File: config.mk
export PLATFORM = sky130hd
export DESIGN_NAME = hdiv_unit
export DESIGN_NICKNAME = d
export VERILOG_FILES = /design/src/rtl/hdiv_pkg.sv /design/src/rtl/hdiv_prep.sv /design/src/rtl/hdiv_core.sv /design/src/rtl/hdiv_flags.sv /design/src/rtl/hdiv_unit.sv
export SDC_FILE = /design/constraint.sdc
export NUM_CORES = 1
export LEC_CHECK = 0
export ABC_AREA = 1
export BUFFER_PORTS_ARGS = -buffer_cell sky130_fd_sc_hd__buf_2
export CAP_MARGIN = 0
export CORE_MARGIN = 10
export CORE_UTILIZATION = 40
export CTS_CLUSTER_DIAMETER = 80
export DETAILED_ROUTE_END_ITERATION = 7
export GPL_ROUTABILITY_DRIVEN = 0
export SLEW_MARGIN = 20
export SYNTH_ARGS = -nofsm -noshare
export SYNTH_HDL_FRONTEND = slang
export SYNTH_SLANG_ARGS = --single-unit
File: constraint.sdc
create_clock -name clk -period 2.2 [get_ports clk]
set_input_delay 0 -clock clk [delete_from_list [all_inputs] [get_ports clk]]
set_output_delay 0 -clock clk [all_outputs]
set_load 0.02 [all_outputs]
File: src/rtl/hdiv_pkg.sv
package hdiv_pkg;

    // Controller states
    typedef enum logic [1:0] {
        ST_IDLE = 2'd0,
        ST_RUN  = 2'd1,
        ST_FIX  = 2'd2,
        ST_DONE = 2'd3
    } hdiv_state_e;

    // Operand classes resolved at start
    typedef enum logic [1:0] {
        SPC_NONE     = 2'd0,
        SPC_ZERO_DIV = 2'd1,
        SPC_MIN_NEG1 = 2'd2
    } hdiv_special_e;

    // Flag vector layout shared by the unit and its consumer
    localparam int FLAG_NUM       = 4;
    localparam int FLAG_ZERO_BIT  = 0;
    localparam int FLAG_SIGN_BIT  = 1;
    localparam int FLAG_OVF_BIT   = 2;
    localparam int FLAG_CARRY_BIT = 3;

    // Flags written by a divide: all except carry
    localparam logic [FLAG_NUM-1:0] FLAG_UPD_MASK =
        (FLAG_NUM'(1) << FLAG_ZERO_BIT) |
        (FLAG_NUM'(1) << FLAG_SIGN_BIT) |
        (FLAG_NUM'(1) << FLAG_OVF_BIT);

endpackage

File: src/rtl/hdiv_prep.sv
// Operand preparation: divisor sign extension, magnitudes, result sign
// and detection of the two operand pairs with fixed results.
module hdiv_prep
    import hdiv_pkg::*;
#(
    parameter int DW = 32,
    parameter int VW = 16
) (
    input  logic [DW-1:0]  dividend,
    input  logic [VW-1:0]  divisor_lo,
    output logic [DW-1:0]  dvd_mag,
    output logic [DW-1:0]  dvs_mag,
    output logic           neg_result,
    output hdiv_special_e  special
);

    localparam logic [DW-1:0] MOST_NEG = {1'b1, {(DW-1){1'b0}}};

    logic [DW-1:0] divisor_ext;

    generate
        if (DW > VW) begin : g_extend
            assign divisor_ext = {{(DW-VW){divisor_lo[VW-1]}}, divisor_lo};
        end else begin : g_same
            assign divisor_ext = divisor_lo[DW-1:0];
        end
    endgenerate

    always_comb begin
        dvd_mag    = dividend[DW-1]    ? (~dividend + 1'b1)    : dividend;
        dvs_mag    = divisor_ext[DW-1] ? (~divisor_ext + 1'b1) : divisor_ext;
        neg_result = dividend[DW-1] ^ divisor_ext[DW-1];
        if (divisor_ext == '0) begin
            special = SPC_ZERO_DIV;
        end else if ((divisor_ext == '1) && (dividend == MOST_NEG)) begin
            special = SPC_MIN_NEG1;
        end else begin
            special = SPC_NONE;
        end
    end

endmodule

File: src/rtl/hdiv_core.sv
// Radix-2 restoring divider on unsigned magnitudes, one quotient bit per step.
module hdiv_core #(
    parameter int DW = 32
) (
    input  logic          clk,
    input  logic          rst_n,
    input  logic          load,
    input  logic          step,
    input  logic [DW-1:0] dvd_mag,
    input  logic [DW-1:0] dvs_mag,
    output logic [DW-1:0] q_mag
);

    logic [DW-1:0] part_rem;
    logic [DW-1:0] shift_acc;
    logic [DW-1:0] dvs_r;
    logic [DW:0]   trial_in;
    logic [DW+1:0] trial_diff;
    logic          fits;

    always_comb begin
        trial_in   = {part_rem, shift_acc[DW-1]};
        trial_diff = {1'b0, trial_in} - {2'b00, dvs_r};
        fits       = ~trial_diff[DW+1];
    end

    always_ff @(posedge clk or negedge rst_n) begin
        if (!rst_n) begin
            part_rem  <= '0;
            shift_acc <= '0;
            dvs_r     <= '0;
        end else if (load) begin
            part_rem  <= '0;
            shift_acc <= dvd_mag;
            dvs_r     <= dvs_mag;
        end else if (step) begin
            part_rem  <= fits ? trial_diff[DW-1:0] : trial_in[DW-1:0];
            shift_acc <= {shift_acc[DW-2:0], fits};
        end
    end

    assign q_mag = shift_acc;

endmodule

File: src/rtl/hdiv_flags.sv
// Flag values derived from a final quotient.
module hdiv_flags
    import hdiv_pkg::*;
#(
    parameter int DW = 32
) (
    input  logic [DW-1:0]       q,
    input  logic                ovf,
    output logic [FLAG_NUM-1:0] flags
);

    always_comb begin
        flags                 = '0;
        flags[FLAG_ZERO_BIT]  = (q == '0);
        flags[FLAG_SIGN_BIT]  = q[DW-1];
        flags[FLAG_OVF_BIT]   = ovf;
        flags[FLAG_CARRY_BIT] = 1'b0;
    end

endmodule

File: src/rtl/hdiv_unit.sv
module hdiv_unit
    import hdiv_pkg::*;
#(
    parameter int DW = 32,
    parameter int VW = 16
) (
    input  logic                clk,
    input  logic                rst_n,
    input  logic                start,
    input  logic [DW-1:0]       dividend,
    input  logic [DW-1:0]       divisor_op,
    output logic                busy,
    output logic                done,
    output logic [DW-1:0]       quotient,
    output logic                flag_z,
    output logic                flag_s,
    output logic                flag_ov,
    output logic [FLAG_NUM-1:0] flag_mask
);

    localparam int CNT_W = (DW > 2) ? $clog2(DW) : 1;
    localparam logic [CNT_W-1:0] LAST_STEP = CNT_W'(DW - 1);
    localparam logic [DW-1:0]    MOST_NEG  = {1'b1, {(DW-1){1'b0}}};

    hdiv_state_e   state, state_nx;
    hdiv_special_e special;
    logic [DW-1:0] dvd_mag, dvs_mag, q_mag;
    logic          neg_now, neg_r;
    logic [CNT_W-1:0] step_cnt;
    logic          accept, load_reg, step_en;
    logic [DW-1:0] res_q;
    logic          res_ov;
    logic [FLAG_NUM-1:0] res_flags, flag_r;
    logic [DW-1:0] quot_r;
    logic          unused_hi;

    assign unused_hi = ^divisor_op[DW-1:VW];

    hdiv_prep #(.DW(DW), .VW(VW)) u_prep (
        .dividend   (dividend),
        .divisor_lo (divisor_op[VW-1:0]),
        .dvd_mag    (dvd_mag),
        .dvs_mag    (dvs_mag),
        .neg_result (neg_now),
        .special    (special)
    );

    assign accept   = (state == ST_IDLE) && start;
    assign load_reg = accept && (special == SPC_NONE);
    assign step_en  = (state == ST_RUN);

    hdiv_core #(.DW(DW)) u_core (
        .clk     (clk),
        .rst_n   (rst_n),
        .load    (load_reg),
        .step    (step_en),
        .dvd_mag (dvd_mag),
        .dvs_mag (dvs_mag),
        .q_mag   (q_mag)
    );

    // Next state
    always_comb begin
        state_nx = state;
        unique case (state)
            ST_IDLE: if (start) state_nx = (special == SPC_NONE) ? ST_RUN : ST_DONE;
            ST_RUN:  if (step_cnt == LAST_STEP) state_nx = ST_FIX;
            ST_FIX:  state_nx = ST_DONE;
            ST_DONE: state_nx = ST_IDLE;
            default: state_nx = ST_IDLE;
        endcase
    end

    // State register
    always_ff @(posedge clk or negedge rst_n) begin
        if (!rst_n) state <= ST_IDLE;
        else        state <= state_nx;
    end

    // Iteration counter
    always_ff @(posedge clk or negedge rst_n) begin
        if (!rst_n)        step_cnt <= '0;
        else if (load_reg) step_cnt <= '0;
        else if (step_en)  step_cnt <= step_cnt + 1'b1;
    end

    // Result selection
    always_comb begin
        res_q  = neg_r ? (~q_mag + 1'b1) : q_mag;
        res_ov = 1'b0;
        if (state == ST_IDLE) begin
            unique case (special)
                SPC_ZERO_DIV: begin res_q = '0;       res_ov = 1'b1; end
                SPC_MIN_NEG1: begin res_q = MOST_NEG; res_ov = 1'b1; end
                default:      begin res_q = '0;       res_ov = 1'b0; end
            endcase
        end
    end

    hdiv_flags #(.DW(DW)) u_flags (
        .q     (res_q),
        .ovf   (res_ov),
        .flags (res_flags)
    );

    // Outputs
    always_ff @(posedge clk or negedge rst_n) begin
        if (!rst_n) begin
            quot_r <= '0;
            flag_r <= '0;
            neg_r  <= 1'b0;
        end else begin
            unique case (state)
                ST_IDLE: begin
                    if (accept) neg_r <= neg_now;
                    if (accept && (special != SPC_NONE)) begin
                        quot_r <= res_q;
                        flag_r <= res_flags;
                    end
                end
                ST_FIX: begin
                    quot_r <= res_q;
                    flag_r <= res_flags;
                end
                default: ;
            endcase
        end
    end

    assign busy      = (state == ST_RUN) || (state == ST_FIX);
    assign done      = (state == ST_DONE);
    assign quotient  = quot_r;
    assign flag_z    = flag_r[FLAG_ZERO_BIT];
    assign flag_s    = flag_r[FLAG_SIGN_BIT];
    assign flag_ov   = flag_r[FLAG_OVF_BIT];
    assign flag_mask = done ? FLAG_UPD_MASK : '0;

endmodule

==> run summary, run 1 <==
=================================================================================
Required @ worst endpoint                                                 2530 ps
Cell Pwr Density                                                     1720 nW/um^2
Fraction of final layout cells sized beyond drive strength 1                25.4%
Portion of the post-synthesis area used by sequential elements              33.9%
Peak fanout along the critical path                                             7
Total clock buffers created by CTS                                             17
Number of cells after detailed placement                                     2017
Instance area at placement                                             11800 um^2
Arrival time at the worst endpoint                                        2560 ps
Number of setup violations in the final report                                  7
Startpoint Class                                                         register
Detailed-routed wire length on met3                                       1.48 mm
Antenna violations before repair                                                0
Detailed-route wire length on metal 1                                     14.1 mm
Main synth FF type                                                   sky130_fd_sc_hd__dfrtp_1
Slowest cell on the critical path                                    sky130_fd_sc_hd__dfrtp_1
Post-DR wirelength/cell                                                   16.3 um
Number of enable flip-flop cells after synthesis                                0
Warnings from Yosys                                                             0
Initial Utilization                                                         40.6%
Antenna violation net count after detailed routing                              0
Global Route Usage Sum                                                      19.8%
Maximum clock frequency                                                 0.448 GHz
Number of inserted diodes                                                       0
Most common cell after layout, fill and taps aside                   sky130_fd_sc_hd__nand2_1
Pleak                                                                     7.07 nW
Non-filler instance count after layout                                       2119
Overall via count from detail_route                                         11058
Number of nets in the synthesized netlist                                    1632
# IOs                                                                         108
Fraction of synthesis flops using an asynchronous set or reset pin           100%
Worst Tran Pin Value                                                       592 ps
DRC                                                                             0
Initial detailed-routing violation count                                      856
Number of flip-flops and latches in the synthesized netlist                   138
Post-synthesis cell area                                               10200 um^2
Number of different library cells in the post-synthesis netlist                46
Top layer used by detailed routing                                           met4
Final routed wirelength across all metal layers                           34.4 mm
Nets@finish                                                                  1886
CP endpoint kind                                                         register
Min Tclk post-route                                                       2230 ps
Clk slew on worst S/H paths                                                 70 ps
Pin count of the biggest net entering global routing                           58
DIE AREA                                                               32300 um^2
Chain of cells forming the critical path                             ha_4 -> a21o_1 -> a21oi_2 -> and2_4 -> nor2_4 -> nor2_4 -> nand3_4 -> clkbuf_16 -> or2_0 -> nand3_1 -> nand2_1
Die height                                                                 180 um
Number of instances in the synthesized netlist                               1522
Largest voltage drop on the vdd net                                      0.944 mV
Final Slew Violations                                                           0
Router iterations before antenna repair                                         7
Clock root cell                                                      sky130_fd_sc_hd__clkbuf_16
Clock tree from TritonCTS                                                    done
Detailed placement HPWL                                                   24.9 mm
Floorplan die width                                                        180 um
Commonest cells after routing, fill and taps aside                   418 x sky130_fd_sc_hd__nand2_1, 164 x sky130_fd_sc_hd__inv_1, 139 x sky130_fd_sc_hd__nand3_1
Clk sinks                                                                     138
Worst hold slack                                                         0.983 ps
Vias in the first global route                                              10803
Average size of a mapped cell                                           6.70 um^2
Max cap viols                                                                   0
Final worst path period share                                                102%
Critical path's most frequent cell                                   sky130_fd_sc_hd__nor2_4
Worst clock skew                                                          11.9 ps
Max clock buf depth                                                             2
Buffers added on ports                                                         90
Final count of hold timing violations                                           0
Worst-Skew Late Latency                                                    440 ps
Area growth syn-to-layout                                                   37.7%
Hold Crit Class                                                      primary input to register
Vias per std cell                                                            5.22
Most area-consuming cells after synthesis                            sky130_fd_sc_hd__dfrtp_1 34%, sky130_fd_sc_hd__nand2_1 16%, sky130_fd_sc_hd__nand3_1 7.2%
Violations in the final reports                                      setup timing
Minimum setup slack in the final design                                  -33.6 ps
Delay contributed by the slowest stage of the critical path                410 ps
Placeable Area                                                         25100 um^2
Number of levels the H-tree was split into                                      4
Final design area excluding fillers                                    14000 um^2
Standard-cell rows                                                             58
Largest area contributor in the netlist                              sky130_fd_sc_hd__dfrtp_1
Total congestion overflow after global routing                                  0
Total length of routed met2 wires                                         17.5 mm
Worst rel slew slack                                                        60.5%
Power after layout                                                        24.2 mW
Critical path type                                                   register to register
Wire length of the first global-routing pass                              53.5 mm
Unrepaired setup endpoints after global routing                               yes
Fraction of synthesized cell area taken by the top area cell type           33.9%
Status                                                               finished with violations
=================================================================================
cell type report:
| type | instances | area, um^2 |
|---|---|---|
| fillers | 2448 | 11100 |
| well taps | 330 | 413 |
| inverters | 191 | 727 |
| clock inverters | 15 | 156 |
| flip-flops and latches | 138 | 3450 |
| clock buffers | 17 | 425 |
| multi-input cells | 1144 | 6640 |
| repair buffers | 284 | 2220 |
cell families (layout without fill, tap and decap cells):
family	Yosys count	count (layout)	share of synthesized area (%)
buffers and inverters	241	507	9.64
flip-flops	138	138	33.9
AO/OA/AOI/OAI	238	238	13.5
other	1	1	0.0368
XOR/XNOR	48	48	4.12
adder cells (fa/ha/maj)	43	43	5.35
AND/OR/NAND/NOR	813	814	33.4
critical path, delay by kind of cell (launching register included):
family,cells,cell delay [ps]
fa+ha+maj,1,270
buf+inv,1,230
simple gates,7,890
compound gates,2,330
flops,1,410
stage by stage:
step | utilization, % | TNS [ps] | setup slack [ps]
after global placement | 47.2 | -1750 | -168
after CTS | 51.8 | -51.0 | -19.8
after detailed placement | 47.2 | -2580 | -201
after floorplan | - | 0 | 23.5
final | 55.9 | -118 | -33.6
after global routing | 55.9 | -1990 | -130
cells in the mapped netlist, types with 2 or more instances:
| cell type | count |
|---|---|
| sky130_fd_sc_hd__nand2_1 | 443 |
| sky130_fd_sc_hd__inv_1 | 185 |
| sky130_fd_sc_hd__nor2_1 | 157 |
| sky130_fd_sc_hd__nand3_1 | 147 |
| sky130_fd_sc_hd__dfrtp_1 | 138 |
| sky130_fd_sc_hd__o21ai_0 | 100 |
| sky130_fd_sc_hd__a21oi_1 | 59 |
| sky130_fd_sc_hd__ha_1 | 42 |
| sky130_fd_sc_hd__xor2_1 | 30 |
| sky130_fd_sc_hd__o221ai_1 | 29 |
| sky130_fd_sc_hd__buf_2 | 21 |
| sky130_fd_sc_hd__nand4_1 | 18 |
| sky130_fd_sc_hd__xnor2_1 | 18 |
| sky130_fd_sc_hd__o21ai_1 | 17 |
| sky130_fd_sc_hd__nor3_1 | 16 |
| sky130_fd_sc_hd__clkbuf_1 | 15 |
| sky130_fd_sc_hd__buf_4 | 10 |
| sky130_fd_sc_hd__o211ai_1 | 9 |
| sky130_fd_sc_hd__o21bai_1 | 7 |
| sky130_fd_sc_hd__a21o_1 | 6 |
| sky130_fd_sc_hd__or2_2 | 6 |
| sky130_fd_sc_hd__nand2_2 | 4 |
| sky130_fd_sc_hd__nor2_2 | 4 |
| sky130_fd_sc_hd__o21a_1 | 4 |
| sky130_fd_sc_hd__or2_0 | 4 |
| sky130_fd_sc_hd__buf_1 | 3 |
| sky130_fd_sc_hd__inv_2 | 3 |
| sky130_fd_sc_hd__a31oi_1 | 2 |
| sky130_fd_sc_hd__and2_1 | 2 |
| sky130_fd_sc_hd__nand2_4 | 2 |
| sky130_fd_sc_hd__nand3b_1 | 2 |
| sky130_fd_sc_hd__nor2_4 | 2 |
| sky130_fd_sc_hd__nor4_1 | 2 |
| sky130_fd_sc_hd__o22ai_1 | 2 |
| sky130_fd_sc_hd__or2_1 | 2 |
layer usage:
layer | GRT usage [%] | vias up
met3 | 3.07 | 77
met2 | 35.1 | 305
met5 | 0 | -
li1 | - | 5474
met4 | 9.00 | 0
met1 | 22.9 | 5202
where the power goes:
part	internal (mW)	switching, mW	leakage (nW)
Sequential	3.52	0.881	1.78
Clock	1.60	1.30	0.283
Combinational	7.22	9.64	5.01
timing repair:
| item | in CTS | in global routing |
|---|---|---|
| buffers inserted | 7 | 20 |
| setup endpoints to repair | 41 | 78 |
| hold buffers | 37 | 0 |
| pin swaps | 10 | 44 |
| resized for setup | 37 | 191 |
| gates cloned | 0 | 6 |
| hold endpoints to repair | 92 | 0 |
final timing paths:
kind | cells past startpoint | startpoint | slack [ps] | endpoint
setup / recovery | 11 | u_core.part_rem[23] | -30 | u_core.part_rem[19]
hold / removal | 3 | dividend[6] | 1 | u_core.q_mag[6]
setup reg to reg | 11 | u_core.part_rem[23] | -30 | u_core.part_rem[19]
hold reg to reg | 2 | u_core.dvs_r[19] | 470 | u_core.dvs_r[19]
max in group asynchronous | 3 | rst_n | 1430 | u_core.q_mag[30]
min in group asynchronous | 2 | rst_n | 110 | u_core.q_mag[2]
registers in the layout (all words and copies together), names as in the netlist:
signal	count
flag_r	3
neg_r	1
quotient	31
state	2
step_cnt	5
u_core.dvs_r	32
u_core.part_rem	32
u_core.q_mag	32
No activity file was read; power rests on OpenSTA's default activity.
==> run 2, diff against run 1 <==
--- a/config.mk
+++ b/config.mk
@@ -16,4 +16,5 @@
 export SLEW_MARGIN = 20
 export SYNTH_ARGS = -nofsm -noshare
 export SYNTH_HDL_FRONTEND = slang
+export SYNTH_HIERARCHICAL = 1
 export SYNTH_SLANG_ARGS = --single-unit
==> run summary, run 2 <==
===========================================================================
Total congestion overflow after global routing                            0
Required @ worst endpoint                                           2530 ps
Final Slew Violations                                                     0
DIE AREA                                                         36800 um^2
Total length of routed met2 wires                                   16.4 mm
# IOs                                                                   108
Arrival time at the worst endpoint                                  2510 ps
Commonest cells after routing, fill and taps aside             595 x sky130_fd_sc_hd__nand2_1, 275 x sky130_fd_sc_hd__inv_1, 164 x sky130_fd_sc_hd__buf_4
Number of instances in the synthesized netlist                         1836
Critical path type                                             register to register
Detailed placement HPWL                                             28.4 mm
Final core occ                                                        52.9%
Antenna violation net count after detailed routing                        0
Number of setup violations in the final report                            0
Clock root cell                                                sky130_fd_sc_hd__clkbuf_16
Detailed-route wire length on metal 1                               17.8 mm
Combinational Power Share                                             71.1%
Delay contributed by the slowest stage of the critical path          440 ps
Die height                                                           192 um
Pin count of the biggest net entering global routing                     61
Worst hold slack                                                    14.6 ps
Post-synthesis cell area                                         11800 um^2
Worst rel slew slack                                                  64.7%
Clk slew on worst S/H paths                                           70 ps
Area occupied by registers                                        3490 um^2
Worst-Skew Late Latency                                              440 ps
Nets@finish                                                            2191
Router iterations before antenna repair                                   5
Initial Utilization                                                   40.9%
Top layer used by detailed routing                                     met5
Worst clock skew                                                    11.8 ps
Chain of cells forming the critical path                       ha_4 -> nand2_2 -> nor2_4 -> nand3_2 -> nand3_4 -> nand2_4 -> nand2_2 -> nand2_4 -> nand2_8 -> buf_8 -> nand3_2 -> nand2_1 -> nand2_1
DRC                                                                       0
Final count of hold timing violations                                     0
Antenna violations before repair                                          3
Net Sw Power                                                        13.8 mW
Warnings from Yosys                                                       6
Largest voltage drop on the vdd net                                0.875 mV
Non-filler instance count after layout                                 2475
Clk sinks                                                               139
Vias in the first global route                                        11698
Average size of a mapped cell                                     6.44 um^2
Clock share of power                                                  11.5%
Max clock buf depth                                                       2
Number of levels the H-tree was split into                                4
Initial detailed-routing violation count                               1055
Vias per std cell                                                      5.01
Buffers added on ports                                                   90
Cell Pwr Density                                               1800 nW/um^2
Overall via count from detail_route                                   12394
Fraction of final layout cells sized beyond drive strength 1          25.3%
Min Tclk post-route                                                 2170 ps
Status                                                         finished clean
Final routed wirelength across all metal layers                     37.6 mm
Pleak                                                               8.08 nW
Fill count                                                             2819
Post-DR wirelength/cell                                             15.2 um
CP endpoint kind                                                   register
Area growth syn-to-layout                                             29.6%
Wire length of the first global-routing pass                        58.8 mm
Power Internal                                                      13.8 mW
Area of the multi-input gates                                     7410 um^2
Final worst path period share                                         98.8%
Max cap viols                                                             0
Floorplan die width                                                  192 um
Global Route Usage Sum                                                19.7%
Peak fanout along the critical path                                       7
Net Sw Frac                                                           50.1%
Placeable Area                                                   28900 um^2
Hold Crit Class                                                primary input to register
Maximum clock frequency                                           0.460 GHz
Worst Tran Pin Value                                                 529 ps
Unrepaired setup endpoints after global routing                         yes
Slowest cell on the critical path                              sky130_fd_sc_hd__dfrtp_1
Number of cells after detailed placement                               2402
Standard-cell rows                                                       62
Startpoint Class                                                   register
Clock tree from TritonCTS                                              done
Most common cell after layout, fill and taps aside             sky130_fd_sc_hd__nand2_1
Total clock buffers created by CTS                                       17
Flop pwr share                                                        17.4%
Detailed-routed wire length on met3                                 2.63 mm
===========================================================================
[run 2: metrics by stage]
stage / TNS [ps] / worst slack (ps) / power, mW / instance area (um^2)
floorplan: 0 / 15.4 / 16.0 / 11900
global placement: -8350 / -299 / 21.0 / 13600
finish: 0 / 25.6 / 27.6 / 15300
global route: -400 / -50.2 / 29.9 / 15300
CTS: 0 / 2.99 / 24.7 / 14400
detailed placement: -7800 / -274 / 21.3 / 13600
[run 2: metal layers]
metal  track usage (%)  up-vias
li1                  -     6210
met1              27.0     5729
met2              30.3      382
met3              4.01       67
met4              6.37        6
met5                 0        -
[run 2: worst paths after layout]
path	to	start	slack [ps]	cells past startpoint
max	u_core/part_rem[26]	u_core/part_rem[4]	30	13
min	u_core/dvs_r[7]	divisor_op[7]	10	5
max reg2reg	u_core/part_rem[26]	u_core/part_rem[4]	30	13
min reg2reg	flag_r[2]	flag_r[2]	470	2
max in group asynchronous	u_core/part_rem[25]	rst_n	1340	3
min in group asynchronous	u_core/dvs_r[8]	rst_n	100	2
[run 2: final cells by class]
class / instances / share of cell area (%)
repair buffers: 285 / 14.2
inverters: 299 / 7.33
multi-input cells: 1336 / 48.4
clock buffers: 19 / 2.96
well taps: 384 / 3.14
flip-flops and latches: 139 / 22.8
diodes: 1 / 0.0163
clock inverters: 12 / 1.20
[run 2: critical path, delay by kind of cell, from the launching register on]
kind          cells  cell delay, ps
flops             1             440
fa+ha+maj         1             310
simple gates     11            1160
buf+inv           1             150
[run 2: power by group through the flow]
stage | Combinational, mW | Clock (mW) | Sequential (mW)
floorplan | 11.3 | 0 | 4.76
global placement | 16.4 | 0 | 4.64
detailed placement | 16.6 | 0 | 4.66
CTS | 16.9 | 3.21 | 4.64
global route | 21.7 | 3.32 | 4.93
finish | 19.6 | 3.17 | 4.80
[run 2: timing repair]
item | CTS | global route
hold endpoints to repair | 103 | 0
pin swaps | 0 | 38
resized for setup | 9 | 145
setup endpoints to repair | 6 | 83
hold buffers | 11 | 0
gates cloned | 0 | 5
buffers inserted | 0 | 25
==> run 3, diff against run 2 <==
--- a/config.mk
+++ b/config.mk
@@ -6,12 +6,12 @@
 export NUM_CORES = 1
 export LEC_CHECK = 0
 export ABC_AREA = 1
-export BUFFER_PORTS_ARGS = -buffer_cell sky130_fd_sc_hd__buf_2
 export CAP_MARGIN = 0
 export CORE_MARGIN = 10
-export CORE_UTILIZATION = 40
+export CORE_UTILIZATION = 45
 export CTS_CLUSTER_DIAMETER = 80
 export DETAILED_ROUTE_END_ITERATION = 7
+export DONT_BUFFER_PORTS = 1
 export GPL_ROUTABILITY_DRIVEN = 0
 export SLEW_MARGIN = 20
 export SYNTH_ARGS = -nofsm -noshare
==> run summary, run 3 (same netlist as run 2, synthesis figures left out) <==
===========================================================================
Clock tree from TritonCTS                                              done
Total clock buffers created by CTS                                       17
DRC                                                                       0
Total congestion overflow after global routing                            0
Number of cells after detailed placement                               2206
Buffers added on ports                                                    0
Clock share of power                                                  11.7%
Largest voltage drop on the vdd net                                0.907 mV
Final worst path period share                                          101%
Clock root cell                                                sky130_fd_sc_hd__clkbuf_16
Pleak                                                               7.63 nW
Required @ worst endpoint                                           2510 ps
Floorplan die width                                                  182 um
Initial Utilization                                                   45.5%
Unrepaired setup endpoints after global routing                         yes
Critical path's most frequent cell                             sky130_fd_sc_hd__nand2_1
Hold Crit Class                                                primary input to async pin
Nets@finish                                                            2110
Minimum setup slack in the final design                            -32.1 ps
Die height                                                           182 um
Worst clock skew                                                    13.7 ps
Worst Tran Pin Value                                                 781 ps
Status                                                         finished with violations
Clk sinks                                                               139
Number of inserted diodes                                                 0
Beginning of the worst register-to-register path               u_core/part_rem[29]
Power Internal                                                      13.3 mW
Most common cell after layout, fill and taps aside             sky130_fd_sc_hd__nand2_1
Placeable Area                                                   26000 um^2
Number of setup violations in the final report                           12
Number of levels the H-tree was split into                                4
Vias in the first global route                                        11535
Combinational Power Share                                             69.2%
Delay contributed by the slowest stage of the critical path          430 ps
Peak fanout along the critical path                                       6
# IOs                                                                   108
Flop pwr share                                                        19.1%
Slowest cell on the critical path                              sky130_fd_sc_hd__dfrtp_1
Max clock buf depth                                                       2
Final Slew Violations                                                     0
Non-filler instance count after layout                                 2345
Overall via count from detail_route                                   12200
Wire length of the first global-routing pass                        59.2 mm
CP endpoint kind                                                   register
Maximum clock frequency                                           0.448 GHz
Pin count of the biggest net entering global routing                    140
Antenna violations before repair                                          0
Router iterations before antenna repair                                   6
Post-DR wirelength/cell                                             16.2 um
Final routed wirelength across all metal layers                     37.9 mm
Area growth syn-to-layout                                             26.1%
Chain of cells forming the critical path                       ha_4 -> a21oi_1 -> nor2_1 -> nor3_1 -> nand2_1 -> nor2_4 -> buf_6 -> buf_4 -> nand3_1 -> nand2_1 -> inv_1 -> nand2_1 -> nand2_1
Worst-Skew Late Latency                                              440 ps
Min Tclk post-route                                                 2230 ps
Worst hold slack                                                    -742 ps
Net Sw Power                                                        13.5 mW
Arrival time at the worst endpoint                                  2540 ps
Fraction of final layout cells sized beyond drive strength 1          17.3%
Detailed placement HPWL                                             27.0 mm
Cell Pwr Density                                               1790 nW/um^2
Critical path type                                             register to register
Global Route Usage Sum                                                21.6%
Fill count                                                             2451
Clk slew on worst S/H paths                                           70 ps
Initial detailed-routing violation count                               1042
Register-to-Register Path Depth                                          13
DIE AREA                                                         33100 um^2
Startpoint Class                                                   register
Worst rel slew slack                                                  48.1%
Post-placement setup slack                                          -104 ps
Violations in the final reports                                hold timing, setup timing
Net Sw Frac                                                           50.3%
FF-to-FF End                                                   u_core/part_rem[23]
Max cap viols                                                             0
Antenna violation net count after detailed routing                        0
Final count of hold timing violations                                   140
Vias per std cell                                                      5.20
Flop-to-flop setup slack                                             -30 ps
Commonest cells after routing, fill and taps aside             611 x sky130_fd_sc_hd__nand2_1, 284 x sky130_fd_sc_hd__inv_1, 135 x sky130_fd_sc_hd__nand3_1
Standard-cell rows                                                       59
Number of hold buffers added after CTS                                   85
===========================================================================
## run 3: cell count changes in the layout (fill, tap and decap cells not counted), moves of 5 or more
cell / delta
sky130_fd_sc_hd__nand3_1: +8
sky130_fd_sc_hd__dlygate4sd3_1: +74
sky130_fd_sc_hd__nand2_1: +16
sky130_fd_sc_hd__nand3_2: -6
sky130_fd_sc_hd__nor2_1: -5
sky130_fd_sc_hd__nand2_4: -5
sky130_fd_sc_hd__inv_1: +9
sky130_fd_sc_hd__inv_2: -9
sky130_fd_sc_hd__buf_2: -89
sky130_fd_sc_hd__buf_4: -65
sky130_fd_sc_hd__nand2_2: -11
sky130_fd_sc_hd__nor2_2: +5
## run 3: what timing repair did
action | 4_1_cts | 5_1_grt
endpoints found under the hold margin | 192 | 139
cloned | 0 | 5
pin swaps | 0 | 19
resized for setup | 4 | 115
setup buffers | 1 | 16
endpoints found under the setup margin | 7 | 82
## run 3: area by class of cell
class | instances | area, um^2 | share of cell area, %
clock buffers | 18 | 439 | 2.95
clock inverters | 14 | 184 | 1.23
inverters | 299 | 1120 | 7.53
multi-input cells | 1336 | 7280 | 48.8
flip-flops and latches | 139 | 3490 | 23.4
well taps | 335 | 419 | 2.81
repair buffers | 204 | 1970 | 13.2
## run 3: through the flow
step           hold WS, ps  setup TNS [ps]  instance area (um^2)  util [%]  power, mW
6_report              -742            -151                 14900      57.4       26.7
5_1_grt               -761           -2460                 14900      57.4       29.0
4_1_cts               -755               0                 14100      54.3       24.2
3_5_place_dp          -289           -2360                 12600      48.6       20.7
3_3_place_gp          -289           -1120                 12600      48.6       20.5
2_1_floorplan         -296               0                 11900         -       16.0
## run 3: power by group through the flow
| stage | Clock [mW] | Combinational [mW] | Sequential, mW |
|---|---|---|---|
| 6_report | 3.13 | 18.5 | 5.10 |
| 3_5_place_dp | 0 | 15.7 | 4.98 |
| 5_1_grt | 3.30 | 20.5 | 5.25 |
| 4_1_cts | 3.18 | 16.0 | 4.94 |
| 2_1_floorplan | 0 | 11.3 | 4.76 |
| 3_3_place_gp | 0 | 15.6 | 4.95 |
## run 3: worst max-delay path: cells and delay by family, from the launching register on
kind,cells,cell delay [ps]
DFF,1,430
AOI/OAI and AO/OA,1,200
buffers and inverters,3,370
and+or+nand+nor,8,840
adders and majority gates,1,270
## run 3: how the worst max path moves through the flow
stage / slack (ps) / endpoint / cells after the start / from
after floorplan: 20 / u_core/q_mag[23] / 17 / dividend[0]
after global placement: -70 / u_core/part_rem[30] / 17 / dividend[19]
after detailed placement: -100 / step_cnt[4] / 16 / dividend[0]
after CTS: 10 / u_core/part_rem[14] / 14 / u_core/q_mag[31]
after global routing: -130 / u_core/part_rem[21] / 13 / u_core/part_rem[29]
final: -30 / u_core/part_rem[23] / 13 / u_core/part_rem[29]
## run 3: per-layer routing
| layer | part of all wire, % | wire length, um | vias to the layer above | track usage [%] |
|---|---|---|---|---|
| li1 | - | - | 6033 | - |
| met1 | 44 | 16800 | 5620 | 28.6 |
| met2 | 46 | 17400 | 434 | 34.5 |
| met3 | 6.3 | 2400 | 113 | 3.68 |
| met4 | 3.4 | 1310 | 0 | 8.23 |
| met5 | 0 | 0 | - | 0 |
